<file path="config.mk">
export PLATFORM = sky130hd
export DESIGN_NAME = pcr_regs
export DESIGN_NICKNAME = d
export VERILOG_FILES = /design/src/rtl/pcr_pkg.sv /design/src/rtl/pcr_chan_cfg.sv /design/src/rtl/pcr_irq.sv /design/src/rtl/pcr_regs.sv
export SDC_FILE = /design/constraint.sdc
export NUM_CORES = 1
export LEC_CHECK = 0
export BUFFER_PORTS_ARGS = -buffer_cell sky130_fd_sc_hd__buf_2
export CAP_MARGIN = 20
export CORE_UTILIZATION = 57
export DETAILED_ROUTE_END_ITERATION = 7
export PLACE_DENSITY = 0.84
export SKIP_LAST_GASP = 1
export SYNTH_ARGS = -nofsm -noshare
export SYNTH_HDL_FRONTEND = slang
export SYNTH_SLANG_ARGS = --single-unit
</file>
<file path="constraint.sdc">
create_clock -name clk_i -period 2.89 [get_ports clk_i]
set_input_delay 0.1445 -clock clk_i [delete_from_list [all_inputs] [get_ports clk_i]]
set_output_delay 0.1445 -clock clk_i [all_outputs]
set_load 0.05 [all_outputs]
</file>
<file path="src/rtl/pcr_pkg.sv">
package pcr_pkg;
    localparam int BUS_W = 32;
    localparam int PAT_W = 2 * BUS_W;
    localparam int LEN_W = 6;
    localparam int REP_W = 10;
    localparam int NCH   = 2;
    localparam int SZ_W  = LEN_W + REP_W;

    // word indices (byte offset / 4)
    localparam int IDX_STAT  = 0;
    localparam int IDX_IEN   = 1;
    localparam int IDX_TEST  = 2;
    localparam int IDX_CTRL  = 3;
    localparam int IDX_DIV0  = 4;
    localparam int IDX_PAT0  = 6;
    localparam int IDX_SIZE  = 10;

    typedef struct packed {
        logic             pol;
        logic [BUS_W-1:0] ratio;
        logic [PAT_W-1:0] pat;
        logic [LEN_W-1:0] len;
        logic [REP_W-1:0] reps;
    } chan_cfg_t;

    typedef struct packed {
        logic [NCH-1:0] stat;
        logic [NCH-1:0] ien;
    } irq_regs_t;
endpackage

</file>
<file path="src/rtl/pcr_chan_cfg.sv">
module pcr_chan_cfg
    import pcr_pkg::*;
#(
    parameter int CH = 0
) (
    input  logic             clk_i,
    input  logic             rst_ni,
    input  logic             en_i,
    input  logic             wr_ctrl_i,
    input  logic             wr_div_i,
    input  logic             wr_pat_lo_i,
    input  logic             wr_pat_hi_i,
    input  logic             wr_size_i,
    input  logic [BUS_W-1:0] wdata_i,
    output chan_cfg_t        cfg_o
);
    localparam int POL_BIT = NCH + CH;
    localparam int SZ_LO   = CH * SZ_W;

    chan_cfg_t cfg_d, cfg_q;

    always_comb begin
        cfg_d = cfg_q;
        if (!en_i) begin
            if (wr_ctrl_i)   cfg_d.pol = wdata_i[POL_BIT];
            if (wr_div_i)    cfg_d.ratio = wdata_i;
            if (wr_pat_lo_i) cfg_d.pat[BUS_W-1:0] = wdata_i;
            if (wr_pat_hi_i) cfg_d.pat[PAT_W-1:BUS_W] = wdata_i;
            if (wr_size_i) begin
                cfg_d.len  = wdata_i[SZ_LO +: LEN_W];
                cfg_d.reps = wdata_i[SZ_LO + LEN_W +: REP_W];
            end
        end
    end

    always_ff @(posedge clk_i or negedge rst_ni) begin
        if (!rst_ni) cfg_q <= '0;
        else         cfg_q <= cfg_d;
    end

    assign cfg_o = cfg_q;


    frozen_cfg_chk: assert property (@(posedge clk_i) disable iff (!rst_ni)
        en_i |=> $stable(cfg_q));
endmodule

</file>
<file path="src/rtl/pcr_irq.sv">
module pcr_irq
    import pcr_pkg::*;
(
    input  logic           clk_i,
    input  logic           rst_ni,
    input  logic [NCH-1:0] done_i,
    input  logic           wr_stat_i,
    input  logic           wr_ien_i,
    input  logic           wr_test_i,
    input  logic [NCH-1:0] wdata_i,
    output logic [NCH-1:0] stat_o,
    output logic [NCH-1:0] ien_o,
    output logic [NCH-1:0] irq_o
);
    irq_regs_t r_d, r_q;

    always_comb begin
        r_d = r_q;
        if (wr_stat_i) r_d.stat = r_d.stat & ~wdata_i;
        if (wr_test_i) r_d.stat = r_d.stat | wdata_i;
        r_d.stat = r_d.stat | done_i;
        if (wr_ien_i)  r_d.ien = wdata_i;
    end

    always_ff @(posedge clk_i or negedge rst_ni) begin
        if (!rst_ni) r_q <= '0;
        else         r_q <= r_d;
    end

    assign stat_o = r_q.stat;
    assign ien_o  = r_q.ien;
    assign irq_o  = r_q.stat & r_q.ien;


    done_sets_chk: assert property (@(posedge clk_i) disable iff (!rst_ni)
        (|done_i) |=> ((r_q.stat & $past(done_i)) == $past(done_i)));


    w1c_clear_chk: assert property (@(posedge clk_i) disable iff (!rst_ni)
        wr_stat_i |=> ((r_q.stat & $past(wdata_i & ~done_i)) == '0));


    sticky_hold_chk: assert property (@(posedge clk_i) disable iff (!rst_ni)
        !wr_stat_i |=> ((r_q.stat & $past(r_q.stat)) == $past(r_q.stat)));
endmodule

</file>
<file path="src/rtl/pcr_regs.sv">
module pcr_regs
    import pcr_pkg::*;
#(
    parameter int ADDR_W = 6
) (
    input  logic              clk_i,
    input  logic              rst_ni,
    input  logic [ADDR_W-1:0] bus_addr_i,
    input  logic              bus_we_i,
    input  logic [31:0]       bus_wdata_i,
    output logic [31:0]       bus_rdata_o,
    input  logic [1:0]        ch_done_i,
    output logic [1:0]        ch_enable_o,
    output logic [1:0]        ch_polarity_o,
    output logic [31:0]       ch0_ratio_o,
    output logic [31:0]       ch1_ratio_o,
    output logic [63:0]       ch0_pattern_o,
    output logic [63:0]       ch1_pattern_o,
    output logic [5:0]        ch0_len_o,
    output logic [5:0]        ch1_len_o,
    output logic [9:0]        ch0_reps_o,
    output logic [9:0]        ch1_reps_o,
    output logic [1:0]        irq_o
);
    localparam int IDX_W = ADDR_W - 2;

    logic [IDX_W-1:0] idx;
    logic             aligned;
    logic [NCH-1:0]   en_d, en_q;
    logic [NCH-1:0]   stat, ien;
    chan_cfg_t        cfg [NCH];

    assign idx     = bus_addr_i[ADDR_W-1:2];
    assign aligned = (bus_addr_i[1:0] == 2'b00);

    function automatic logic hit(input logic [IDX_W-1:0] i, input int target);
        return aligned && (int'(i) == target);
    endfunction

    always_comb begin
        en_d = en_q;
        if (bus_we_i && hit(idx, IDX_CTRL)) en_d = bus_wdata_i[NCH-1:0];
    end

    always_ff @(posedge clk_i or negedge rst_ni) begin
        if (!rst_ni) en_q <= '0;
        else         en_q <= en_d;
    end

    for (genvar c = 0; c < NCH; c++) begin : g_chan
        pcr_chan_cfg #(.CH(c)) u_cfg (
            .clk_i       (clk_i),
            .rst_ni      (rst_ni),
            .en_i        (en_q[c]),
            .wr_ctrl_i   (bus_we_i && hit(idx, IDX_CTRL)),
            .wr_div_i    (bus_we_i && hit(idx, IDX_DIV0 + c)),
            .wr_pat_lo_i (bus_we_i && hit(idx, IDX_PAT0 + 2 * c)),
            .wr_pat_hi_i (bus_we_i && hit(idx, IDX_PAT0 + 2 * c + 1)),
            .wr_size_i   (bus_we_i && hit(idx, IDX_SIZE)),
            .wdata_i     (bus_wdata_i),
            .cfg_o       (cfg[c])
        );
        assign ch_polarity_o[c] = cfg[c].pol;
    end

    pcr_irq u_irq (
        .clk_i     (clk_i),
        .rst_ni    (rst_ni),
        .done_i    (ch_done_i),
        .wr_stat_i (bus_we_i && hit(idx, IDX_STAT)),
        .wr_ien_i  (bus_we_i && hit(idx, IDX_IEN)),
        .wr_test_i (bus_we_i && hit(idx, IDX_TEST)),
        .wdata_i   (bus_wdata_i[NCH-1:0]),
        .stat_o    (stat),
        .ien_o     (ien),
        .irq_o     (irq_o)
    );

    always_comb begin
        bus_rdata_o = '0;
        if (aligned) begin
            case (int'(idx))
                IDX_STAT:         bus_rdata_o[NCH-1:0] = stat;
                IDX_IEN:          bus_rdata_o[NCH-1:0] = ien;
                IDX_CTRL:         bus_rdata_o[2*NCH-1:0] = {ch_polarity_o, en_q};
                IDX_DIV0:         bus_rdata_o = cfg[0].ratio;
                IDX_DIV0 + 1:     bus_rdata_o = cfg[1].ratio;
                IDX_PAT0:         bus_rdata_o = cfg[0].pat[BUS_W-1:0];
                IDX_PAT0 + 1:     bus_rdata_o = cfg[0].pat[PAT_W-1:BUS_W];
                IDX_PAT0 + 2:     bus_rdata_o = cfg[1].pat[BUS_W-1:0];
                IDX_PAT0 + 3:     bus_rdata_o = cfg[1].pat[PAT_W-1:BUS_W];
                IDX_SIZE:         bus_rdata_o = {cfg[1].reps, cfg[1].len,
                                                 cfg[0].reps, cfg[0].len};
                default:          bus_rdata_o = '0;
            endcase
        end
    end

    assign ch_enable_o   = en_q;
    assign ch0_ratio_o   = cfg[0].ratio;
    assign ch1_ratio_o   = cfg[1].ratio;
    assign ch0_pattern_o = cfg[0].pat;
    assign ch1_pattern_o = cfg[1].pat;
    assign ch0_len_o     = cfg[0].len;
    assign ch1_len_o     = cfg[1].len;
    assign ch0_reps_o    = cfg[0].reps;
    assign ch1_reps_o    = cfg[1].reps;


    dual_start_chk: assert property (@(posedge clk_i) disable iff (!rst_ni)
        (bus_we_i && hit(idx, IDX_CTRL) && bus_wdata_i[1:0] == 2'b11)
        |=> (ch_enable_o == 2'b11));


    test_reads_zero_chk: assert property (@(posedge clk_i) disable iff (!rst_ni)
        hit(idx, IDX_TEST) |-> (bus_rdata_o == '0));
endmodule

</file>
==> results of run 1 <==
## area by class of cell
class                   instances  area [µm²]
clock buffers                  40         752
well taps                     234         293
clock inverters                 3        15.0
multi-input cells             503        4770
fillers                      1202        4740
repair buffers                385        2320
flip-flops and latches        232        5810
inverters                       2        7.51
## layer usage
layer,vias to the layer above,GRT usage
met5,-,0
met4,4,0.163
met3,116,0.0937
met2,643,0.597
met1,4531,0.490
li1,3707,-
## registers in the layout, indices dropped and copies added, names as in the netlist
signal	cells
g_chan.u_cfg.cfg_o	226
u_irq.stat_o	2
ch_enable_o	2
u_irq.ien_o	2
## stage by stage
step	total power [mW]	area (µm²)	hold slack (ns)	cells
final	10.2	14000	0.0106	1399
after global routing	10.4	14000	0.00986	1399
after CTS	10.1	14000	0.00232	1399
after detailed placement	7.10	12800	0.246	1321
after global placement	7.04	12800	0.245	1321
after floorplan	6.20	10800	-0.151	798
## worst min path at each step
stage	slack [ns]	start	endpoint
after floorplan	-0.15	rst_ni	ch_enable_o[0]$_DFFE_PN0N_
final	0.01	bus_wdata_i[3]	g_chan[0].u_cfg.cfg_o[19]$_DFFE_PN0P_
after CTS	0.002	bus_wdata_i[3]	g_chan[1].u_cfg.cfg_o[51]$_DFFE_PN0P_
after global placement	0.25	rst_ni	g_chan[0].u_cfg.cfg_o[13]$_DFFE_PN0P_
after global routing	0.01	bus_wdata_i[3]	g_chan[1].u_cfg.cfg_o[19]$_DFFE_PN0P_
after detailed placement	0.25	rst_ni	g_chan[1].u_cfg.cfg_o[83]$_DFFE_PN0P_
## cell usage in the layout, fill, tap and decap left out, types with 8 or more instances in the layout
cell,netlist,routed
dlygate4sd3_1,0,35
mux2i_1,12,12
a31oi_1,11,11
a222oi_1,11,11
a22o_1,40,40
clkbuf_1,15,8
o21ai_0,9,9
nand3_1,8,8
buf_4,5,40
nor2_1,13,13
clkbuf_16,0,25
a22oi_1,25,25
dfrtp_1,232,232
mux2_1,8,8
nand2_1,28,25
buf_2,33,302
mux2_2,220,220
a21oi_1,22,22
mux2_4,20,20
## report_power, final
part | total [mW] | internal, mW | switching, mW
clock | 3.03 | 1.76 | 1.27
sequential | 4.07 | 3.68 | 0.386
combinational | 3.07 | 0.832 | 2.24
total | 10.2 | 6.27 | 3.89
## cells by family after synthesis
logic type             Yosys count  share of synthesized area
DFF                            232                      0.535
and+or+nand+nor                 96                     0.0532
buffers and inverters           63                     0.0301
muxes                          262                      0.280
AOI/OAI and AO/OA              145                      0.102
==> metrics, run 1 <==
status=finished, final reports clean; Yosys top cell area share=0.535; FF-to-FF Start=ch_enable_o[1]$_DFFE_PN0N_; I/O pins=305; CP most frequent cell=buf_2; Initial Util=0.580; vias=9001; H-tree depth=1; post-DR wirelength/cell=about 26 µm; period utilization=0.854; number of port buffers=304; count leader, synth=dfrtp_1; min Tclk post-route=about 2.5 ns; Worst Tran Pin Value=roughly 1.1 ns; share of layout cells above drive strength 1=0.565; Post-Syn Nets=~840; ordered list of cells on the worst path=buf_2, and2_1, nor2_1, o21ai_4, a21oi_1, buf_2; setup violators final=0; worst reg2reg setup slack=~1.1 ns; initial drt markers=891; Met2 Wirelength=17500 µm; antenna violations before repair=2; Num Clock Sinks=232; worst vdd ir=approximately 0.60 mV; hold_buf cts=35; WP data required=roughly 2.8 ns; last element of the critical path=bus_rdata_o[15]; PD cells=728 mW/mm²; delay of the slowest critical-path stage=between 0.8 and 0.9 ns; Slew headroom=0.240; synthesized area=approximately 0.011 mm²; first-pass GRT wire length=between 50000 and 60000 µm; Post-synth top flop=dfrtp_1; r2r worst-path depth=4; die area=between 0.015 and 0.02 mm²; Util after Layout=0.746; P_leak=approximately 7.3 nW; Worst Setup Start Kind=input pin; setup TNS=0 ns; vias in the first global route=a little under 9000; Layout Nets=between 1000 and 1500; syn avg cell area=about 14 µm²; R2R Path End=g_chan[1].u_cfg.cfg_o[53]$_DFFE_PN0P_; Critical path buffers and inverters=2; Rows=50; number of synthesized register bits=about 230; Worst EP arrival=roughly 2.3 ns; M1 WL=around 14000 µm; Final Worst Setup Slack=0.421 ns; total CTS buffers=24; CP Class=input pin to output port; FMAX=about 400 MHz; number of synthesized flops with an enable pin=0; via/cell ratio=between 6 and 7; pre-CTS WS=approximately 0.46 ns; min-delay worst type=input pin to register; yosys warns=0; Final GP Congestion=between 0.8 and 0.9; max cap viols=0; final hold violation count=0; CP Max Fanout=28; synth unique cells=between 50 and 60; RSZ-0062 raised after global routing=no; Skew-Pair Late Insertion Delay=roughly 0.52 ns; hpwl dp=24600 µm; Post-synth ARST share=1.00; largest net degree at the start of global routing=approximately 110; CP Depth=6; gr ovfl total=0; post-route ant nets=0; GRT Total Usage=0.375; hold depth=2; slowest CP cell=o21ai_4; Clock Pin Slew Worst Setup and Hold Paths=0.07 ns; CTS tree=yes; highest routed metal layer=met5; DR pass1 iterations=8; Synth area leader=dfrtp_1; Antenna Diode Count=0; Pins Over Slew Limit=0; core box area=between 0.015 and 0.02 mm²; Max Root-Sink Buffers=3; DRC Markers=0; CP startpoint=bus_addr_i[2]; post_cts resized=0; setup bufs post-CTS=0; Cells after Synth=between 700 and 800; DR WL met3=roughly 3800 µm; die height=140 µm; sequential share of the synthesized area=0.535; Area contributors post-synth=dfrtp_1 (54%), mux2_2 (23%), a22o_1 (3.2%); clock skew=0.00980 ns; routed wire length=37000 µm; CP delay by family, top=compound AO/OA/AOI/OAI gates; Crit. End Element=output port; area grow syn2layout=28.7%; Post-synth top cells=dfrtp_1 (232), mux2_2 (220), a22o_1 (40); chip width=roughly 140 µm; CTS Root Cell=clkbuf_16
(Power assumes the default switching activity.)
==> run 2: changes to the inputs <==
==> constraint.sdc (replaced) <==
create_clock -name clk_i -period 2.9 [get_ports clk_i]
set_input_delay 0.145 -clock clk_i [delete_from_list [all_inputs] [get_ports clk_i]]
set_output_delay 0.145 -clock clk_i [all_outputs]
set_load 0.05 [all_outputs]
==> metrics, run 2 (synthesis gave the netlist of run 1 again) <==
chip width=140 µm (unchanged); Worst EP arrival=2.21 ns (was 2.32 ns); status=finished, final reports clean (unchanged); commonest non-fill, non-tap cell in the layout=buf_2 (unchanged); number of flip-flops in the largest register=226 (unchanged); area grow syn2layout=28.9% (was 28.7%); GRT Total Usage=0.380 (was 0.375); M2 GR Usage=0.610 (was 0.597); post-route ant nets=0 (unchanged); FF+latch area=0.00581 mm² (unchanged); Layout Nets=1189 (was 1191); first-pass GRT wire length=55800 µm (was 55100 µm); Area after DPL=0.0128 mm² (about the same); Skew-Pair Late Insertion Delay=0.52 ns (about the same); r2r worst-path depth=4 (unchanged); Initial Util=0.580 (unchanged); H-tree depth=1 (unchanged); vias=9066 (was 9001); hpwl dp=24300 µm (was 24600 µm); antenna violations before repair=0 (was 2); R2R Path End=g_chan[0].u_cfg.cfg_o[49]$_DFFE_PN0P_ (was g_chan[1].u_cfg.cfg_o[53]$_DFFE_PN0P_); CP startpoint=bus_addr_i[5] (was bus_addr_i[2]); I/O pins=305 (unchanged); commonest non-fill, non-tap cells in the layout=buf_2 (302), dfrtp_1 (232), mux2_2 (220) (unchanged); via/cell ratio=6.48 (was 6.43); Clock Pin Slew Worst Setup and Hold Paths=0.06 ns (was 0.07 ns); number of port buffers=304 (unchanged); Crit. End Element=output port (unchanged); CTS Root Cell=clkbuf_16 (unchanged); CP Class=input pin to output port (unchanged); CTS tree=yes (unchanged); GR Util met1=0.493 (was 0.490); Max Root-Sink Buffers=3 (unchanged); clock skew=0.00510 ns (was 0.00980 ns); final hold violation count=0 (unchanged); P_leak=7.34 nW (was 7.32 nW); WP data required=2.76 ns (was 2.75 ns); share of layout cells above drive strength 1=0.565 (about the same); period utilization=0.811; setup violators final=0 (unchanged); M3 GR Usage=0.0851 (was 0.0937); Worst Setup Start Kind=input pin (unchanged); worst reg2reg setup slack=1.01 ns (was 1.08 ns); post-DR wirelength/cell=26.4 µm (about the same); PD cells=733 mW/mm² (was 728 mW/mm²); Top Usage Layer GRT=met2 (unchanged); largest net degree at the start of global routing=94 (was 105); min Tclk post-route=between 2 and 2.5 ns; Worst Tran Pin Value=1.08 ns (was 1.14 ns); die height=140 µm (unchanged); total CTS buffers=25 (was 24); Num Clock Sinks=232 (unchanged); setup TNS=0 ns (unchanged); RSZ-0062 raised after global routing=no (unchanged); fin area=0.0140 mm² (about the same); post_cts resized=0 (unchanged); CP Max Fanout=24 (was 28); hold_buf cts=35 (unchanged); worst vdd ir=0.574 mV (was 0.596 mV); Antenna Diode Count=0 (unchanged); die area=0.0196 mm² (unchanged); max cap viols=0 (unchanged); initial drt markers=976 (was 891); min-delay worst type=input pin to register (unchanged); Final GP Congestion=0.878 (was 0.894); footprint of the multi-input gates=0.00477 mm² (unchanged); last element of the critical path=bus_rdata_o[15] (unchanged); FF-to-FF Start=ch_enable_o[0]$_DFFE_PN0N_ (was ch_enable_o[1]$_DFFE_PN0N_); setup bufs post-CTS=0 (unchanged); Util after Layout=0.748 (was 0.746); Pins Over Slew Limit=0 (unchanged); Slew headroom=0.274 (was 0.240); vias in the first global route=9254 (was 8899); Filler cells=1204 (was 1202); gr ovfl total=0 (unchanged); Rows=50 (unchanged); DR pass1 iterations=6 (was 8); DRC Markers=0 (unchanged); FMAX=around 430 MHz; routed wire length=36900 µm (was 37000 µm); core box area=0.0187 mm² (unchanged)
-- run 2: cell count changes in the layout (fill, tap and decap cells not counted), sizes merged --
cell | before | now
bufinv | 0 | 1
buf | 350 | 347
inv | 2 | 4
clkinv | 3 | 4
clkbuf | 40 | 38
-- run 2: power by group --
part	internal [mW]	switching, mW	leakage, nW
clock network	1.83	1.32	0.398
logic	0.829	2.23	3.87
registers	3.67	0.376	3.07
-- run 2: worst min-delay path by stage --
stage	startpoint	end	slack, ns	cells after the start
3_3_place_gp	rst_ni	g_chan[1].u_cfg.cfg_o[19]$_DFFE_PN0P_	0.22	1
6_report	bus_wdata_i[24]	g_chan[1].u_cfg.cfg_o[2]$_DFFE_PN0P_	0.03	2
4_1_cts	bus_wdata_i[0]	g_chan[1].u_cfg.cfg_o[80]$_DFFE_PN0P_	0.007	2
3_5_place_dp	rst_ni	g_chan[1].u_cfg.cfg_o[19]$_DFFE_PN0P_	0.22	1
2_1_floorplan	rst_ni	ch_enable_o[0]$_DFFE_PN0N_	-0.15	0
5_1_grt	bus_wdata_i[24]	g_chan[1].u_cfg.cfg_o[72]$_DFFE_PN0P_	0.02	2
-- run 2: through the flow --
stage          setup WS, ns  cells  hold slack (ns)  total power [mW]
2_1_floorplan         0.500    798           -0.151              6.18
3_3_place_gp          0.597   1318            0.224              7.01
3_5_place_dp          0.596   1318            0.221              7.08
4_1_cts               0.572   1398          0.00733              10.2
5_1_grt               0.529   1398           0.0216              10.5
6_report              0.548   1398           0.0290              10.3
-- run 2: routing by layer --
metal / up-vias / wire length, µm
met2: 619 / 17400
met1: 4624 / 14100
met4: 0 / 1690
met5: - / 0
met3: 124 / 3680
li1: 3699 / -
-- run 2: worst max-delay path, cell delays in order --
cell and delay (ns):
buf_2 0.41, nor2b_4 0.50, buf_12 0.24, a22o_1 0.20, a222oi_1 0.08, a21oi_1 0.28, buf_2 0.32
-- run 2: cell type report --
type,count,share of cell area
clock buffers,38,0.0525
clock inverters,7,0.00483
inverters,2,0.000537
multi-input cells,503,0.341
flip-flops and latches,232,0.415
well taps,234,0.0209
repair buffers,382,0.165
==> run 3: changes to the inputs <==
--- a/config.mk
+++ b/config.mk
@@ -7,9 +7,9 @@
 export LEC_CHECK = 0
 export BUFFER_PORTS_ARGS = -buffer_cell sky130_fd_sc_hd__buf_2
 export CAP_MARGIN = 20
-export CORE_UTILIZATION = 57
+export CORE_UTILIZATION = 53
 export DETAILED_ROUTE_END_ITERATION = 7
-export PLACE_DENSITY = 0.84
+export PLACE_DENSITY = 0.79
 export SKIP_LAST_GASP = 1
 export SYNTH_ARGS = -nofsm -noshare
 export SYNTH_HDL_FRONTEND = slang
==> constraint.sdc (replaced) <==
create_clock -name clk_i -period 2.2 [get_ports clk_i]
set_input_delay 0.11 -clock clk_i [delete_from_list [all_inputs] [get_ports clk_i]]
set_output_delay 0.11 -clock clk_i [all_outputs]
set_load 0.05 [all_outputs]
==> metrics, run 3 (synthesis gave the netlist of run 1 again) <==
Final GP Congestion=0.889 (was 0.878); total chip power=13.5 mW (was 10.3 mW); R2R Path End=g_chan[0].u_cfg.cfg_o[93]$_DFFE_PN0P_ (was g_chan[0].u_cfg.cfg_o[49]$_DFFE_PN0P_); Slew headroom=0.267 (was 0.274); Num Clock Sinks=232 (unchanged); Initial Util=0.548 (was 0.580); WP data required=2.09 ns (was 2.76 ns); area grow syn2layout=31.0% (was 28.9%); r2r worst-path depth=4 (unchanged); RSZ-0062 raised after global routing=yes (was no); vias=8881 (was 9066); violated checks=setup timing; pre-CTS WS=0.0922 ns (was 0.596 ns); Worst Setup Start Kind=register (was input pin); GRT Total Usage=0.348 (was 0.380); core box area=0.0198 mm² (was 0.0187 mm²); vias in the first global route=8995 (was 9254); Hold EP=ch_enable_o[1]$_DFFE_PN0N_ (was g_chan[1].u_cfg.cfg_o[2]$_DFFE_PN0P_); Pins Over Slew Limit=0 (unchanged); H-tree depth=1 (unchanged); commonest non-fill, non-tap cell in the layout=buf_2 (unchanged); post-route ant nets=0 (unchanged); first-pass GRT wire length=55400 µm (was 55800 µm); period utilization=1.01; clock skew=0.00863 ns (was 0.00510 ns); Final Worst Setup Slack=-0.0127 ns (was 0.548 ns); gr ovfl total=0 (unchanged); worst reg2reg setup slack=0.54 ns (was 1.01 ns); routed wire length=37200 µm (was 36900 µm); number of port buffers=304 (unchanged); FMAX=452 MHz; die area=0.0210 mm² (was 0.0196 mm²); largest net degree at the start of global routing=77 (was 94); max cap viols=0 (unchanged); Antenna Diode Count=0 (unchanged); DR pass1 iterations=5 (was 6); delay of the slowest critical-path stage=0.53 ns (was 0.50 ns); HP Start=bus_addr_i[0] (was bus_wdata_i[24]); Critical path buffers and inverters=1 (was 3); min Tclk post-route=between 2 and 2.5 ns; total CTS buffers=25 (unchanged); setup violators final=3 (was 0); CP Class=register to output port (was input pin to output port); slowest CP cell=a222oi_1 (was nor2b_4); PD cells=949 mW/mm² (was 733 mW/mm²); Worst EP arrival=2.10 ns (was 2.21 ns); die height=145 µm (was 140 µm); hold depth=4 (was 2); CP delay by family, top=compound AO/OA/AOI/OAI gates (was buffers and inverters); CTS tree=yes (unchanged); Clock Pin Slew Worst Setup and Hold Paths=0.06 ns (about the same); CTS Root Cell=clkbuf_16 (unchanged); chip width=145 µm (was 140 µm); ordered list of cells on the worst path=mux2_2, a222oi_1, nor2_1, buf_12 (was buf_2, nor2b_4, buf_12, a22o_1, a222oi_1, a21oi_1, buf_2); post-DR wirelength/cell=25.7 µm (was 26.4 µm); P_leak=7.42 nW (was 7.34 nW); setup bufs post-CTS=0 (unchanged); Worst Tran Pin Value=1.10 ns (was 1.08 ns); Layout Nets=1209 (was 1189); Crit. End Element=output port (unchanged); antenna violations before repair=0 (unchanged); commonest non-fill, non-tap cells in the layout=buf_2 (301), dfrtp_1 (232), mux2_2 (220) (was buf_2 (302), dfrtp_1 (232), mux2_2 (220)); I/O pins=305 (unchanged); share of layout cells above drive strength 1=0.573 (was 0.565); Max Root-Sink Buffers=3 (unchanged); status=finished, violations left (was finished, final reports clean); number of flip-flops in the largest register=226 (unchanged); worst vdd ir=0.841 mV (was 0.574 mV); CP Max Fanout=3 (was 24); via/cell ratio=6.14 (was 6.48); final cell count without fillers=1447 (was 1398); hpwl dp=25300 µm (was 24300 µm); min-delay worst type=input pin to register (unchanged); DRC Markers=0 (unchanged); CP startpoint=g_chan[0].u_cfg.cfg_o[21]$_DFFE_PN0P_ (was bus_addr_i[5]); Rows=51 (was 50); Skew-Pair Late Insertion Delay=0.53 ns (was 0.52 ns); Inst Count DP=1366 (was 1318); FF-to-FF Start=ch_enable_o[0]$_DFFE_PN0N_ (unchanged); initial drt markers=668 (was 976); final hold violation count=0 (unchanged)
==> run 3: timing repair <==
item,in CTS,in global routing
gates cloned,0,1
gates resized for setup,0,5
setup endpoints to repair,1,4
pin swaps,0,2
hold endpoints to repair,300,0
hold buffers,37,0
==> run 3: worst min-delay path, cell delays in order <==
cell and delay (ns):
buf_2 0.11, nor3b_1 0.09, nand3_1 0.11, mux2_2 0.15
==> run 3: layer usage <==
metal	routed length [µm]	global-route usage	vias to the layer above	share of wire
met3	4020	0.0987	103	0.11
met1	14400	0.450	4464	0.39
li1	-	-	3750	-
met2	17300	0.556	564	0.46
met4	1480	0.129	0	0.040
met5	0	0	-	0
==> run 3: through the flow <==
stage                     hold WS, ns  instance area, µm²   util  setup TNS [ns]
final                          0.0862               14200  0.719         -0.0247
after global routing           0.0940               14200  0.719          -0.273
after CTS                      0.0813               14200  0.717         -0.0594
after detailed placement        0.136               13000  0.659               0
after global placement          0.130               13000  0.659               0
after floorplan                -0.186               10900      -               0
==> run 3: how the worst max path moves through the flow <==
stage | cells after the start | slack (ns) | endpoint
after floorplan | 7 | 0.04 | bus_rdata_o[2]
after global placement | 6 | 0.09 | bus_rdata_o[10]
after detailed placement | 6 | 0.09 | bus_rdata_o[10]
after CTS | 4 | -0.06 | bus_rdata_o[5]
after global routing | 5 | -0.09 | bus_rdata_o[5]
final | 4 | -0.01 | bus_rdata_o[5]
==> run 3: cell type report <==
type	instances	area, µm²
Clock buffer	38	734
Clock inverter	5	53.8
Fill cell	1389	5570
Inverter	2	7.51
Multi-Input combinational cell	504	4800
Sequential cell	232	5810
Tap cell	265	332
Timing Repair Buffer	401	2490
==> run 3: power by group <==
part	switching, mW	internal, mW
Sequential	0.497	4.83
Combinational	2.94	1.12
Clock	1.70	2.40
Total	5.13	8.36
